<file path="src/rtl/spi_boot_pkg.sv">
package spi_boot_pkg;

    localparam int HALF_W = 12;
    localparam int GAP_W  = 16;

    typedef enum logic [1:0] {
        ST_IDLE,
        ST_LEAD,
        ST_SHIFT,
        ST_TRAIL
    } word_state_e;

    typedef struct packed {
        logic [HALF_W-1:0] half;
        logic [GAP_W-1:0]  gap;
    } profile_t;

    // Smallest half period (in clk cycles) keeping SCLK at or below max_hz.
    function automatic int half_floor(longint clk_hz, longint max_hz);
        return int'((clk_hz + 2 * max_hz - 1) / (2 * max_hz));
    endfunction

    function automatic int clamp_half(int want, int floor_cycles);
        int lo;
        lo = (floor_cycles < 1) ? 1 : floor_cycles;
        return (want < lo) ? lo : want;
    endfunction

endpackage

</file>
<file path="src/rtl/spi_boot_profile.sv">
module spi_boot_profile
    import spi_boot_pkg::*;
#(
    parameter int SLOW_HALF = 21,
    parameter int SLOW_GAP  = 3625,
    parameter int FAST_HALF = 6,
    parameter int FAST_GAP  = 288,
    parameter int MIN_HALF  = 2
) (
    input  logic     clk,
    input  logic     rst,
    input  logic     go_fast,
    output profile_t sel_prof
);
    localparam int SLOW_H = clamp_half(SLOW_HALF, MIN_HALF);
    localparam int FAST_H = clamp_half(FAST_HALF, MIN_HALF);

    localparam profile_t SLOW_P = '{half: HALF_W'(SLOW_H), gap: GAP_W'(SLOW_GAP)};
    localparam profile_t FAST_P = '{half: HALF_W'(FAST_H), gap: GAP_W'(FAST_GAP)};

    logic fast_q;

    always_ff @(posedge clk) begin
        if (rst)          fast_q <= 1'b0;
        else if (go_fast) fast_q <= 1'b1;
    end

    assign sel_prof = fast_q ? FAST_P : SLOW_P;
endmodule

</file>
<file path="src/rtl/spi_boot_gap.sv">
module spi_boot_gap
    import spi_boot_pkg::*;
(
    input  logic             clk,
    input  logic             rst,
    input  logic             load,
    input  logic [GAP_W-1:0] gap,
    output logic             expired
);
    logic [GAP_W-1:0] left_q;

    always_ff @(posedge clk) begin
        if (rst)                left_q <= '0;
        else if (load)          left_q <= gap;
        else if (left_q != '0)  left_q <= left_q - 1'b1;
    end

    assign expired = (left_q == '0);
endmodule

</file>
<file path="src/rtl/spi_boot_engine.sv">
module spi_boot_engine
    import spi_boot_pkg::*;
#(
    parameter int DATA_W = 16
) (
    input  logic              clk,
    input  logic              rst,
    input  logic              accept,
    input  logic [DATA_W-1:0] tx_data,
    input  profile_t          prof_in,
    input  logic              miso,
    output logic              idle,
    output logic              release_now,
    output logic [GAP_W-1:0]  word_gap,
    output logic              sclk,
    output logic              mosi,
    output logic              cs_n,
    output logic              rx_valid,
    output logic [DATA_W-1:0] rx_data
);
    localparam int EDGES = 2 * DATA_W;
    localparam int TOG_W = $clog2(EDGES);
    localparam logic [TOG_W-1:0] LAST_TOG = TOG_W'(EDGES - 1);
    localparam logic [TOG_W-1:0] LAST_RISE_TOG = TOG_W'(EDGES - 2);

    word_state_e       state_q;
    profile_t          prof_q;
    logic [HALF_W-1:0] cnt_q;
    logic [TOG_W-1:0]  tog_q;
    logic [DATA_W-1:0] tx_q;
    logic [DATA_W-1:0] rx_q;
    logic              sclk_q;
    logic              cs_q;
    logic              rxv_q;

    logic tick, do_rise, do_fall, last_fall, rx_done;

    assign tick      = (cnt_q == '0);
    assign do_rise   = tick && ((state_q == ST_LEAD) || (state_q == ST_SHIFT && !sclk_q));
    assign do_fall   = tick && (state_q == ST_SHIFT) && sclk_q;
    assign last_fall = do_fall && (tog_q == LAST_TOG);
    assign rx_done   = do_rise && (tog_q == LAST_RISE_TOG);

    assign release_now = tick && (state_q == ST_TRAIL);

    always_ff @(posedge clk) begin
        if (rst) begin
            state_q <= ST_IDLE;
            prof_q  <= '0;
            cnt_q   <= '0;
            tog_q   <= '0;
            tx_q    <= '0;
            rx_q    <= '0;
            sclk_q  <= 1'b0;
            cs_q    <= 1'b1;
            rxv_q   <= 1'b0;
        end else begin
            rxv_q <= rx_done;
            if (state_q == ST_IDLE) begin
                if (accept) begin
                    state_q <= ST_LEAD;
                    cs_q    <= 1'b0;
                    tx_q    <= tx_data;
                    prof_q  <= prof_in;
                    cnt_q   <= prof_in.half - 1'b1;
                    tog_q   <= '0;
                end
            end else begin
                cnt_q <= tick ? prof_q.half - 1'b1 : cnt_q - 1'b1;
                if (do_rise) begin
                    sclk_q  <= 1'b1;
                    tog_q   <= tog_q + 1'b1;
                    rx_q    <= {rx_q[DATA_W-2:0], miso};
                    state_q <= ST_SHIFT;
                end
                if (do_fall) begin
                    sclk_q <= 1'b0;
                    tog_q  <= tog_q + 1'b1;
                    tx_q   <= {tx_q[DATA_W-2:0], 1'b0};
                    if (last_fall) state_q <= ST_TRAIL;
                end
                if (release_now) begin
                    cs_q    <= 1'b1;
                    state_q <= ST_IDLE;
                end
            end
        end
    end

    assign idle     = (state_q == ST_IDLE);
    assign word_gap = prof_q.gap;
    assign sclk     = sclk_q;
    assign mosi     = tx_q[DATA_W-1];
    assign cs_n     = cs_q;
    assign rx_valid = rxv_q;
    assign rx_data  = rx_q;
endmodule

</file>
<file path="src/rtl/spi_boot_master.sv">
module spi_boot_master
    import spi_boot_pkg::*;
#(
    parameter int DATA_W      = 16,
    parameter int CLK_HZ      = 125_000_000,
    parameter int MAX_SCLK_HZ = 50_000_000,
    parameter int SLOW_HALF   = 21,
    parameter int SLOW_GAP    = 3625,
    parameter int FAST_HALF   = 6,
    parameter int FAST_GAP    = 288
) (
    input  logic              clk,
    input  logic              rst,
    input  logic              in_valid,
    output logic              in_ready,
    input  logic [DATA_W-1:0] in_data,
    output logic              rx_valid,
    output logic [DATA_W-1:0] rx_data,
    input  logic              go_fast,
    output logic              sclk,
    output logic              mosi,
    input  logic              miso,
    output logic              cs_n
);
    localparam int MIN_H = half_floor(longint'(CLK_HZ), longint'(MAX_SCLK_HZ));

    profile_t         sel_prof;
    logic             idle, gap_done, accept, release_now;
    logic [GAP_W-1:0] word_gap;

    assign in_ready = idle && gap_done;
    assign accept   = in_valid && in_ready;

    spi_boot_profile #(
        .SLOW_HALF (SLOW_HALF),
        .SLOW_GAP  (SLOW_GAP),
        .FAST_HALF (FAST_HALF),
        .FAST_GAP  (FAST_GAP),
        .MIN_HALF  (MIN_H)
    ) u_profile (
        .clk      (clk),
        .rst      (rst),
        .go_fast  (go_fast),
        .sel_prof (sel_prof)
    );

    spi_boot_gap u_gap (
        .clk     (clk),
        .rst     (rst),
        .load    (release_now),
        .gap     (word_gap),
        .expired (gap_done)
    );

    spi_boot_engine #(
        .DATA_W (DATA_W)
    ) u_engine (
        .clk         (clk),
        .rst         (rst),
        .accept      (accept),
        .tx_data     (in_data),
        .prof_in     (sel_prof),
        .miso        (miso),
        .idle        (idle),
        .release_now (release_now),
        .word_gap    (word_gap),
        .sclk        (sclk),
        .mosi        (mosi),
        .cs_n        (cs_n),
        .rx_valid    (rx_valid),
        .rx_data     (rx_data)
    );
endmodule

</file>
<file path="config.mk">
export PLATFORM = sky130hd
export DESIGN_NAME = spi_boot_master
export DESIGN_NICKNAME = d
export VERILOG_FILES = /design/src/rtl/spi_boot_pkg.sv /design/src/rtl/spi_boot_profile.sv /design/src/rtl/spi_boot_gap.sv /design/src/rtl/spi_boot_engine.sv /design/src/rtl/spi_boot_master.sv
export SDC_FILE = /design/constraint.sdc
export NUM_CORES = 1
export LEC_CHECK = 0
export BUFFER_PORTS_ARGS = -buffer_cell sky130_fd_sc_hd__clkbuf_2
export CAP_MARGIN = 20
export CORE_MARGIN = 2
export CORE_UTILIZATION = 35
export CTS_CLUSTER_DIAMETER = 30
export DETAILED_ROUTE_END_ITERATION = 6
export PLACE_DENSITY_LB_ADDON = 0.12
export REMOVE_ABC_BUFFERS = 1
export SLEW_MARGIN = 20
export SYNTH_ARGS = -nofsm -noshare
export SYNTH_HDL_FRONTEND = slang
export SYNTH_SLANG_ARGS = --single-unit
</file>
<file path="constraint.sdc">
create_clock -name clk -period 2.3 [get_ports clk]
set_input_delay 0.46 -clock clk [delete_from_list [all_inputs] [get_ports clk]]
set_output_delay 0.46 -clock clk [all_outputs]
set_load 0.005 [all_outputs]
</file>
Word level (Yosys, flattened, before mapping)
Index checks and enable logic that the tools add are counted.
Widths: inputs -> output; s select.
- bitwise gates (word level): 1
- eq/ne operators: 6
- muxes and demuxes: 24
- add/subtract/negate cells: 5
- reduce and logical (&&, ||, !) cells: 26
- operator list (kind ; number):
    $mux 16 ; 5
    $mux 12 ; 3
    $sub 12x1->12 const B ; 2
    $mux 21 ; 1
    $mux 5 ; 4
    $logic_not 16->1 ; 1
    $reduce_bool 16->1 ; 1
    $sub 16x1->16 const B ; 1
    $logic_not 12->1 ; 1
    $mux 2 ; 6
    $reduce_and 2->1 ; 6
    $eq 5x5->1 const B ; 2
    $logic_and 1x1->1 ; 9
    $reduce_bool 2->1 ; 4
    $sub 5x1->6 const B ; 1
    $add 5x1->5 const B ; 1
    $mux 1 ; 5
    $eq 2x2->1 const B ; 2
    $reduce_bool 3->1 ; 1
    $eq 2x1->1 const B ; 1
    $logic_not 2->1 ; 1
    $ne 2x1->1 const B ; 1
    $logic_not 1->1 ; 1
    $logic_or 1x1->1 ; 1
    $not 1->1 ; 1
- logic and storage cells: 74
- output and inout bits: 21
- register bits: 99

Depth between registers and ports, before layout
Gate-level depths: netlist of run 1.
- depth after elaboration: 9
- mapped depth: 11
- depth with buffers taken out: 9

Hierarchy
Synthesis of run 1 repeated with hierarchy kept, for this count alone.
- cells, all modules: 599
- area, all modules: 4912.2 sq um
- modules (own cells, without submodules) (module ; cells an instance ; area an instance (sq um) ; instances):
    spi_boot_engine ; 449 ; 3691.0 ; 1
    spi_boot_gap ; 116 ; 964.7 ; 1
    spi_boot_profile ; 32 ; 244.0 ; 1
    spi_boot_master ; 2 ; 12.5 ; 1

Worst setup path after synthesis of run 1
No wires, ideal clock.
- path type: register -> register
- from: register u_engine.cnt_q[1]
- to: register u_engine.cnt_q[10]
- arrival time: 2.434 ns
- library setup time: 0.070 ns
- stages on the path, launching flop included: 12
- slack: -0.205 ns
- buffers on the path: 2
- cell sequence: dfxtp_1 > clkbuf_1 > nor3_1 > and4_1 > buf_2 > a21oi_1 > ha_1 > nor2b_1 > o21ai_0 > or4_1 > or2_2 > a21oi_1
- word-level cells in the longest chain between the ends: 3
- elaborated cells on any way between the ends: 4
- those cells by class: add/sub (1); mux (2); reduce/logical (1)
- RTL lines (element ; RTL line ; text):
    start, declared ; spi_boot_engine.sv:28 ; logic [HALF_W-1:0] cnt_q;
    start signal, assigned ; spi_boot_engine.sv:65 ; cnt_q <= prof_in.half - 1'b1;
    start signal, assigned ; spi_boot_engine.sv:69 ; cnt_q <= tick ? prof_q.half - 1'b1 : cnt_q - 1'b1;
    $sub 12x1->12 or $logic_not 12->1 (tied branches) ; spi_boot_engine.sv:69, spi_boot_engine.sv:38 ;
    $mux 12 * ; spi_boot_engine.sv:69 ;
    $mux 12 * ; spi_boot_engine.sv:59 ; if (state_q == ST_IDLE) begin
Every way passes the cells marked *; elsewhere a longest branch is shown, timed or not.
A chain may end at the register's enable or synchronous reset.

Final worst setup path of run 1
- from: register u_gap.left_q[5]
- to: output port in_ready
- word-level cells in the longest chain between the ends: 2
- RTL lines (element ; RTL line ; text):
    start, declared ; spi_boot_gap.sv:10 ; logic [GAP_W-1:0] left_q;
    start signal, assigned ; spi_boot_gap.sv:14 ; else if (load) left_q <= gap;
    start signal, assigned ; spi_boot_gap.sv:15 ; else if (left_q != '0) left_q <= left_q - 1'b1;
    $logic_not 16->1 ; spi_boot_gap.sv:18 ; assign expired = (left_q == '0);
    $logic_and 1x1->1 ; spi_boot_master.sv:31 ; assign in_ready = idle && gap_done;
    end, declared ; spi_boot_master.sv:15 ; output logic in_ready,
No other way between the ends.

==> results of run 1 <==
## power groups by stage
stage	clock, µW	sequential, µW	combinational (µW)
after CTS	1160	1860	3450
after global routing	1220	1930	4090
after detailed placement	0	1880	3340
after floorplan	0	1880	2020
final	1120	1890	3720
after global placement	0	1880	3310
## metrics by stage
| stage | util | setup WS [ns] | instance area, µm² | total power, µW | setup TNS [ns] |
|---|---|---|---|---|---|
| final | 0.459 | 0.0302 | 4510 | 6730 | 0 |
| after floorplan | - | -0.836 | 3450 | 3890 | -25.70 |
| after global placement | 0.418 | 0.0632 | 4110 | 5190 | 0 |
| after global routing | 0.459 | -0.0241 | 4510 | 7240 | -0.0279 |
| after detailed placement | 0.418 | -0.0238 | 4110 | 5230 | -0.0272 |
| after CTS | 0.444 | -0.00508 | 4360 | 6470 | -0.00508 |
## area by class of cell
type	count	area, µm²	share of cell area
clock buffer	10	128	0.0283
clock inverter	6	87.6	0.0194
inverter	21	78.8	0.0175
multi-input combinational	289	2040	0.452
sequential	74	1500	0.332
tap	133	166	0.0369
timing repair buffer	80	514	0.114
## synthesized netlist by cell type (all sizes together) (4+ instances only)
master,instances,area share
buf,8,0.013
or2,6,0.011
or4,8,0.017
inv,20,0.021
a21oi,19,0.027
nor3b,4,0.0084
nand2,13,0.014
clkbuf,18,0.019
xor2,6,0.015
nor2,68,0.072
xnor2,8,0.020
nor3,14,0.020
dfxtp,74,0.42
ha,5,0.018
a311oi,15,0.037
mux2i,18,0.051
nor4,8,0.024
or3,4,0.0070
a221oi,15,0.037
nand3,20,0.028
o31ai,5,0.011
nand4,9,0.020
## worst max-delay path by stage
stage | slack (ns) | end | from | cells after the start
after global routing | -0.02 | in_ready | u_gap.left_q[5]$_SDFFE_PP0P_ | 5
final | 0.03 | in_ready | u_gap.left_q[5]$_SDFFE_PP0P_ | 5
after detailed placement | -0.02 | u_engine.cnt_q[10]$_SDFFE_PP0P_ | u_engine.cnt_q[9]$_SDFFE_PP0P_ | 9
after floorplan | -0.84 | u_engine.tx_q[10]$_SDFFE_PP0P_ | u_engine.state_q[0]$_SDFFE_PP0P_ | 4
after CTS | -0.005 | in_ready | u_gap.left_q[0]$_SDFFE_PP0P_ | 7
after global placement | 0.06 | u_engine.tx_q[4]$_SDFFE_PP0P_ | u_gap.left_q[0]$_SDFFE_PP0P_ | 8
## flip-flops by register name (all words and copies together), names as in the netlist, 2 cells and up
register / cells
u_engine.rx_data: 16
u_engine.tx_q: 16
u_gap.left_q: 16
u_engine.cnt_q: 12
u_engine.tog_q: 5
u_engine.word_gap: 3
u_engine.state_q: 2
## timing repair
item | in CTS | in global routing
pin swaps | 1 | 1
resized for setup | 12 | 31
setup endpoints to repair | 3 | 11
setup buffers | 2 | 2
## routing by layer
metal / track usage / share of wire / vias to the layer above
met5: 0 / 0 / -
met4: 0.0600 / 0.018 / 0
met3: 0.0281 / 0.039 / 14
met2: 0.259 / 0.46 / 50
met1: 0.216 / 0.49 / 1555
li1: - / - / 1644
## cell families (layout without fill, tap and decap cells)
logic type | count (synthesis) | count (layout) | share of synthesized area
adders and majority gates | 5 | 5 | 0.0175
xor gates and xnor gates | 14 | 14 | 0.0344
buffers and inverters | 47 | 117 | 0.0544
DFF | 74 | 74 | 0.415
and+or+nand+nor | 173 | 173 | 0.261
AOI/OAI and AO/OA | 79 | 79 | 0.167
muxes | 18 | 18 | 0.0505
## tightest hold or removal path, delay by kind of cell
family | cells | cell delay [ns]
simple gates | 2 | 0.09
buf+inv | 1 | 0.08
==> reports/metrics.csv, run 1 <==
metric;value;unit
CP max-delay cell;or4_4;
# rows;36;
Core Box Area;9820;µm²
Die Y;105;µm
CP Buf/Inv Count;2;
WP data arrival;1.81;ns
Synth warnings;0;
Post-Route WL;8810;µm
async set-reset flop share out of synthesis;0;
kind of cell adding the most delay to the critical path;simple AND/OR/NAND/NOR gates;
crit path kind;reg2out;
WHS;0.317;ns
remaining antenna violation count;0;
Finish-stage setup viols;0;
die area;11000;µm²
MaxCap Viol Count;0;
first-pass GRT wire length;14400;µm
fin. max-slew vios;0;
CTS clk-pin slew, worst paths;0.08;ns
Lkg Pwr;0.00169;µW
Tcrit/Tclk final;0.987;
CTS tree;built;
Pwr Density;1490;nW/µm²
first drt pass iteration count;4;
skew final;0.00979;ns
sequential power share;0.280;
Worst VDD drop;638;µV
unique cell type count in the Yosys netlist;56;
Comb pwr share;0.553;
Min-Delay Endpoint;u_profile.fast_q$_SDFFE_PP0P_;
Sink Count;74;
fmax;0.441;GHz
DRT iter0 DRCs;166;
Avg Inst Size Synth;8.70;µm²
crit end category;primary output;
Antenna Cells;0;
share of layout cells above drive strength 1;0.296;
initial antenna violation count;0;
largest net degree at the start of global routing;39;
critical-path maximum fanout;4;
clock latency on the worst-skew pair;0.35;ns
GRT Overall Usage;0.161;
slowest stage delay, CP;0.53;ns
CTS Root Cell;clkbuf_8;
GR Overflow Total;0;
Hold Path Cell Cnt;3;
via count;3263;
sequential area share after synthesis;0.415;
Final min period;2.27;ns
commonest non-fill, non-tap cell in the layout;dfxtp_1;
final RePlAce weighted congestion;0.891;
cts hold-fix bufs;0;
cts bufs inserted;9;
num ports;42;
starting density of the core;0.363;
predominant post-synthesis flop cell;dfxtp_1;
most frequent cells in the layout;dfxtp_1, nor2_1, clkbuf_2, buf_4, nand3_1;
final hold viol count;0;
RSZ-0062 raised after global routing;yes;
internal power;3900;µW
vias in the first global route;2933;
Placed Cells;593;
flops & latches, synth;74;
CP Data Required Time;1.84;ns
Layout Cells excl Fill;613;
cell area after synthesis;3570;µm²
Area Overhead vs Synth;26.4;%
Synth Instances;410;
# DRC;0;
FF-to-FF Start;u_gap.left_q[5]$_SDFFE_PP0P_;
Slew HR;0.678;
Die Width;105;µm
HPWL Detailed;5860;µm
wire per inst;14.4;µm
crit-path cells;or4_4 > buf_4 > nor2_2 > and4_1 > clkbuf_2;
Clk pwr share;0.167;
fin nets;501;
Hold Crit Start;go_fast;
fill count;1017;
clk buf depth;2;
Post-synth EDFFs;0;
H-Tree Depth;3;
status;finished, final reports clean;
FF-to-FF setup slack;0.08;ns
IO buf count;41;
type of the most critical hold path;in2reg;
Worst Reg-to-Reg Cells;7;
worst slew pin tran;0.479;ns
RR Endpoint;u_engine.tx_q[14]$_SDFFE_PP0P_;
Switching Share;0.421;
Worst setup SP type;flop;
DR vias/cell;5.32;
net load switching power;2830;µW
No activity file was read; power rests on OpenSTA's default activity.
==> inputs of run 2 (changes only) <==
Settings changed: CORE_UTILIZATION 35 to 40.
==> run 2 against run 1 <==
Effect of this change:
- clock skew grew 0.00053 ns
- setup slack lost 0.0019 ns
- sequential cell count is the same
- highest routed layer unchanged
- final cell count shrank 4.6%
- register-to-register slack is essentially flat
- fmax is essentially flat
- critical endpoint unchanged
- critical path depth is the same
- via count shrank 1.2%
==> reports/metrics.csv, run 2 (same netlist as run 1, synthesis figures left out) <==
metric;value;unit
status;finished, final reports clean;
die area;9690;µm²
Die Y;98.4;µm
MaxCap Viol Count;0;
slowest stage delay, CP;0.56;ns
crit-path cells;or4_4 > buf_6 > nor2_4 > and4_1 > clkbuf_2;
Area Overhead vs Synth;22.2;%
type of the most critical hold path;in2reg;
fin nets;499;
DR vias/cell;5.51;
CTS tree;built;
initial antenna violation count;0;
final RePlAce weighted congestion;0.915;
Post-Route WL;8340;µm
Switching Share;0.421;
starting density of the core;0.411;
Pwr Density;1460;nW/µm²
Hold Crit Start;go_fast;
Worst setup SP type;flop;
fmax;0.440;GHz
Worst Reg-to-Reg Cells;9;
Lkg Pwr;0.00167;µW
first drt pass iteration count;4;
Finish-stage setup viols;0;
largest net degree at the start of global routing;47;
HPWL Detailed;5630;µm
first-pass GRT wire length;14000;µm
Placement Cell Area;4060;µm²
critical-path maximum fanout;5;
Tcrit/Tclk final;0.988;
WP data arrival;1.81;ns
Comb pwr share;0.543;
cts bufs inserted;9;
via count;3224;
Antenna Cells;0;
Clk pwr share;0.159;
Final min period;2.27;ns
design area;4360;µm²
net load switching power;2670;µW
Sink Count;74;
CP startpoint;u_gap.left_q[4]$_SDFFE_PP0P_;
GRT Overall Usage;0.176;
clock latency on the worst-skew pair;0.35;ns
Core Box Area;8680;µm²
sequential power share;0.297;
CP max-delay cell;or4_4;
fin. max-slew vios;0;
cts hold-fix bufs;0;
internal power;3670;µW
crit end category;primary output;
Layout Cells excl Fill;585;
most frequent cells in the layout;nor2_1, dfxtp_1, clkbuf_2, buf_4;
RSZ-0062 raised after global routing;yes;
CP Data Required Time;1.84;ns
Hold Path Cell Cnt;3;
num ports;42;
H-Tree Depth;3;
Placed Cells;567;
clk buf depth;2;
CTS Root Cell;clkbuf_8;
# DRC;0;
WHS;0.321;ns
skew final;0.0103;ns
Worst VDD drop;567;µV
DRT iter0 DRCs;139;
final hold viol count;0;
CTS clk-pin slew, worst paths;0.08;ns
remaining antenna violation count;0;
GR Overflow Total;0;
share of layout cells above drive strength 1;0.268;
Slew HR;0.585;
Die Width;98.4;µm
wire per inst;14.3;µm
vias in the first global route;2942;
crit path kind;reg2out;
worst slew pin tran;0.616;ns
FF-to-FF Start;u_gap.left_q[1]$_SDFFE_PP0P_;
# rows;34;
IO buf count;41;
[run 2: changes by cell type in the layout (fill, tap and decap cells not counted), moves of 2 or more]
cell,previous run,this run
a221oi_1,4,13
inv_1,18,20
buf_4,37,34
clkinvlp_4,0,2
a221oi_2,11,2
inv_6,2,0
inv_2,2,0
[run 2: per-stage QoR]
| step | utilization | setup slack, ns | power (µW) | setup TNS (ns) |
|---|---|---|---|---|
| after floorplan | - | -0.836 | 3890 | -25.70 |
| after global placement | 0.468 | 0.0467 | 5090 | 0 |
| after detailed placement | 0.468 | -0.0403 | 5110 | -0.0403 |
| after CTS | 0.496 | 0.00110 | 6250 | 0 |
| after global routing | 0.502 | -0.0543 | 6860 | -0.410 |
| final | 0.502 | 0.0283 | 6340 | 0 |
[run 2: final timing paths]
path | end | slack, ns
worst max-delay path | in_ready | 0.03
worst min-delay path | u_profile.fast_q$_SDFFE_PP0P_ | 0.32
worst max register to register | u_engine.tx_q[2]$_SDFFE_PP0P_ | 0.07
worst min register to register | u_engine.cs_n$_SDFFE_PP1P_ | 0.46
[run 2: repair_timing]
| item | 4_1_cts | 5_1_grt |
|---|---|---|
| endpoints found under the hold margin | 0 | 0 |
| setup endpoints to repair | 3 | 21 |
| buffers inserted | 2 | 1 |
| pin swaps | 3 | 4 |
| gates resized for setup | 13 | 19 |
[run 2: worst max-delay path, delay by kind of cell (launching register included)]
| kind | cells | cell delay, ns |
|---|---|---|
| flip-flops | 1 | 0.36 |
| AND/OR/NAND/NOR | 3 | 0.83 |
| buffers and inverters | 2 | 0.26 |
[run 2: per-layer routing]
layer	GRT usage	part of all wire	vias up
met5	0	0	-
met4	0.0674	0.015	0
met3	0.0319	0.045	13
met2	0.281	0.46	67
met1	0.237	0.48	1506
li1	-	-	1638
[run 2: power by group through the flow]
stage / Sequential [µW] / Clock (µW) / Combinational, µW
after floorplan: 1880 / 0 / 2020
after global placement: 1870 / 0 / 3220
after detailed placement: 1880 / 0 / 3230
after CTS: 1860 / 1040 / 3350
after global routing: 1930 / 1100 / 3830
final: 1890 / 1010 / 3450
[run 2: area by class of cell]
class                      instances  area (µm²)
fill                             847        4320
multi-input combinational        289        1950
sequential                        74        1500
timing repair buffer              78         503
clock buffer                      10         138
tap                              108         135
inverter                          21        78.8
clock inverter                     5        55.1
==> inputs of run 3 (changes only) <==
Settings changed: ABC_AREA set to 1.
==> run 3 against run 2 <==
Effect of this change:
- final area decreased by 2.4%
- via count increased by 2.3%
- core utilization decreased by 1.9 points
- synthesized cell count increased by 25%
- global-route usage decreased by 0.27 points
- critical path depth increased by 4
- sequential power decreased by 8%
- clock skew decreased by 0.00092 ns
==> reports/metrics.csv, run 3 <==
metric;value;unit
status;finished, final reports clean;
Placement Cell Area;4000;µm²
FF-to-FF Start;u_gap.left_q[0]$_SDFFE_PP0P_;
fin. max-slew vios;0;
cell area after synthesis;3680;µm²
Core Box Area;8810;µm²
CP startpoint;u_gap.left_q[0]$_SDFFE_PP0P_;
share of layout cells above drive strength 1;0.212;
met1 Use GR;0.224;
M2 GR Usage;0.279;
CP Buf/Inv Count;3;
# DRC;0;
crit end category;primary output;
WHS;0.310;ns
Finish-stage setup viols;0;
wire per inst;12.3;µm
Switching Share;0.435;
IO buf count;41;
DRT iter0 DRCs;129;
# rows;34;
design area;4250;µm²
async set-reset flop share out of synthesis;0;
via count;3299;
sequential area share after synthesis;0.403;
GR Overflow Total;0;
Synth top area share;0.403;
Clk pwr share;0.214;
Lkg Pwr;0.00176;µW
Synth Instances;511;
WP data arrival;1.70;ns
Commonest cells post-synth;nand2_1, dfxtp_1, a21oi_1;
DR vias/cell;4.92;
flops & latches, synth;74;
crit path kind;reg2out;
fill count;902;
RSZ-0062 raised after global routing;no;
fmax;0.463;GHz
final RePlAce weighted congestion;0.850;
CTS clk-pin slew, worst paths;0.08;ns
kind of cell adding the most delay to the critical path;simple AND/OR/NAND/NOR gates;
CTS Root Cell;clkbuf_8;
met3 usage;0.0453;
cts bufs inserted;9;
Comb pwr share;0.467;
Tcrit/Tclk final;0.939;
global route hottest layer;met2;
CP max-delay cell;dfxtp_1;
commonest non-fill, non-tap cell in the layout;nand2_1;
skew final;0.00940;ns
Avg Inst Size Synth;7.20;µm²
Hold Crit Start;go_fast;
Worst VDD drop;465;µV
initial antenna violation count;0;
sequential power share;0.319;
Die Width;99.9;µm
largest net degree at the start of global routing;38;
CP Data Required Time;1.84;ns
first-pass GRT wire length;14000;µm
Post-synth EDFFs;0;
fin nets;583;
MaxCap Viol Count;0;
most frequent cells in the layout;nand2_1, dfxtp_1, a21oi_1, nor2_1, nand3_1;
critical-path maximum fanout;5;
remaining antenna violation count;0;
Die Y;99.9;µm
HPWL Detailed;5780;µm
clk buf depth;2;
Pwr Density;1290;nW/µm²
Synth warnings;0;
top post-synthesis cells by area;dfxtp_1, nand2_1, a21oi_1;
CTS tree;built;
first drt pass iteration count;4;
worst slew pin tran;0.519;ns
internal power;3090;µW
Slew HR;0.654;
final hold viol count;0;
die area;9980;µm²
H-Tree Depth;3;
net load switching power;2380;µW
predominant post-synthesis flop cell;dfxtp_1;
area leader, netlist;dfxtp_1;
Area Overhead vs Synth;15.6;%
Antenna Cells;0;
num ports;42;
vias in the first global route;3021;
Final min period;2.16;ns
slowest stage delay, CP;0.30;ns
clock latency on the worst-skew pair;0.35;ns
type of the most critical hold path;in2reg;
starting density of the core;0.418;
Sink Count;74;
Worst setup SP type;flop;
Post-Route WL;8260;µm
crit-path cells;inv_1 > ha_4 > nand3_4 > nor2_4 > nand2_2 > clkinv_2 > nand3_4 > nor2_4 > clkbuf_2;
unique cell type count in the Yosys netlist;43;
GRT Overall Usage;0.173;
most numerous cell in the Yosys netlist;nand2_1;
run 3: kinds of logic (layout without fill, tap and decap cells):
| group | Yosys count | in the layout | synth area share |
|---|---|---|---|
| adders and majority gates | 5 | 5 | 0.0170 |
| xor gates and xnor gates | 5 | 5 | 0.0119 |
| and+or+nand+nor | 243 | 243 | 0.313 |
| buffers and inverters | 77 | 128 | 0.0881 |
| DFF | 74 | 74 | 0.403 |
| muxes | 1 | 1 | 0.00272 |
| AOI/OAI and AO/OA | 106 | 106 | 0.165 |
run 3: power groups by stage:
stage	registers [µW]	logic [µW]	clock network [µW]
finish	1740	2560	1170
CTS	1740	2520	1210
detailed placement	1770	2500	0
global route	1780	2900	1270
floorplan	1730	1920	0
global placement	1770	2470	0
run 3: stage by stage:
step	power, µW	utilization	setup TNS [ns]	instances	setup WS, ns
after floorplan	3660	-	-28.62	492	-0.899
after global placement	4240	0.454	0	652	0.287
after detailed placement	4280	0.454	0	652	0.198
after CTS	5470	0.480	0	668	0.0302
after global routing	5950	0.483	0	670	0.0182
final	5470	0.483	0	670	0.140
run 3: layout make-up:
type / count / area (µm²) / area share
Clock buffer: 11 / 141 / 0.0332
Multi-Input combinational cell: 360 / 1890 / 0.444
Inverter: 58 / 219 / 0.0515
Timing Repair Buffer: 54 / 303 / 0.0712
Sequential cell: 74 / 1480 / 0.348
Tap cell: 108 / 135 / 0.0318
Clock inverter: 5 / 85.1 / 0.0200
run 3: worst paths after layout:
path                                                      end  slack [ns]  cells past startpoint
worst min-delay path            u_profile.fast_q$_SDFFE_PP0P_        0.31                      3
worst min register to register  u_engine.tx_q[2]$_SDFFE_PP0P_        0.45                      2
worst max-delay path                                 in_ready        0.14                      9
worst max register to register  u_engine.tx_q[0]$_SDFFE_PP0P_        0.28                     13
run 3: metal layers:
| layer | up-vias | part of all wire |
|---|---|---|
| met2 | 64 | 0.46 |
| met5 | - | 0 |
| met4 | 0 | 0.019 |
| met3 | 16 | 0.040 |
| li1 | 1761 | - |
| met1 | 1458 | 0.48 |
run 3: timing repair:
item,4_1_cts,5_1_grt
hold buffers,0,0
gates resized for setup,0,2
setup endpoints to repair,0,1
hold endpoints to repair,0,0
buffers inserted,0,2
run 3: worst reg2reg max path: stages, from the launching register on:
cell	delay, ns
dfxtp_1	0.30
inv_1	0.13
ha_4	0.17
nand3_4	0.10
nor2_4	0.12
nand2_2	0.09
clkinv_2	0.08
nand3_4	0.08
nor2_4	0.15
nand2_4	0.12
nand2_4	0.20
nand2_4	0.20
nand2_1	0.11
a21oi_1	0.06
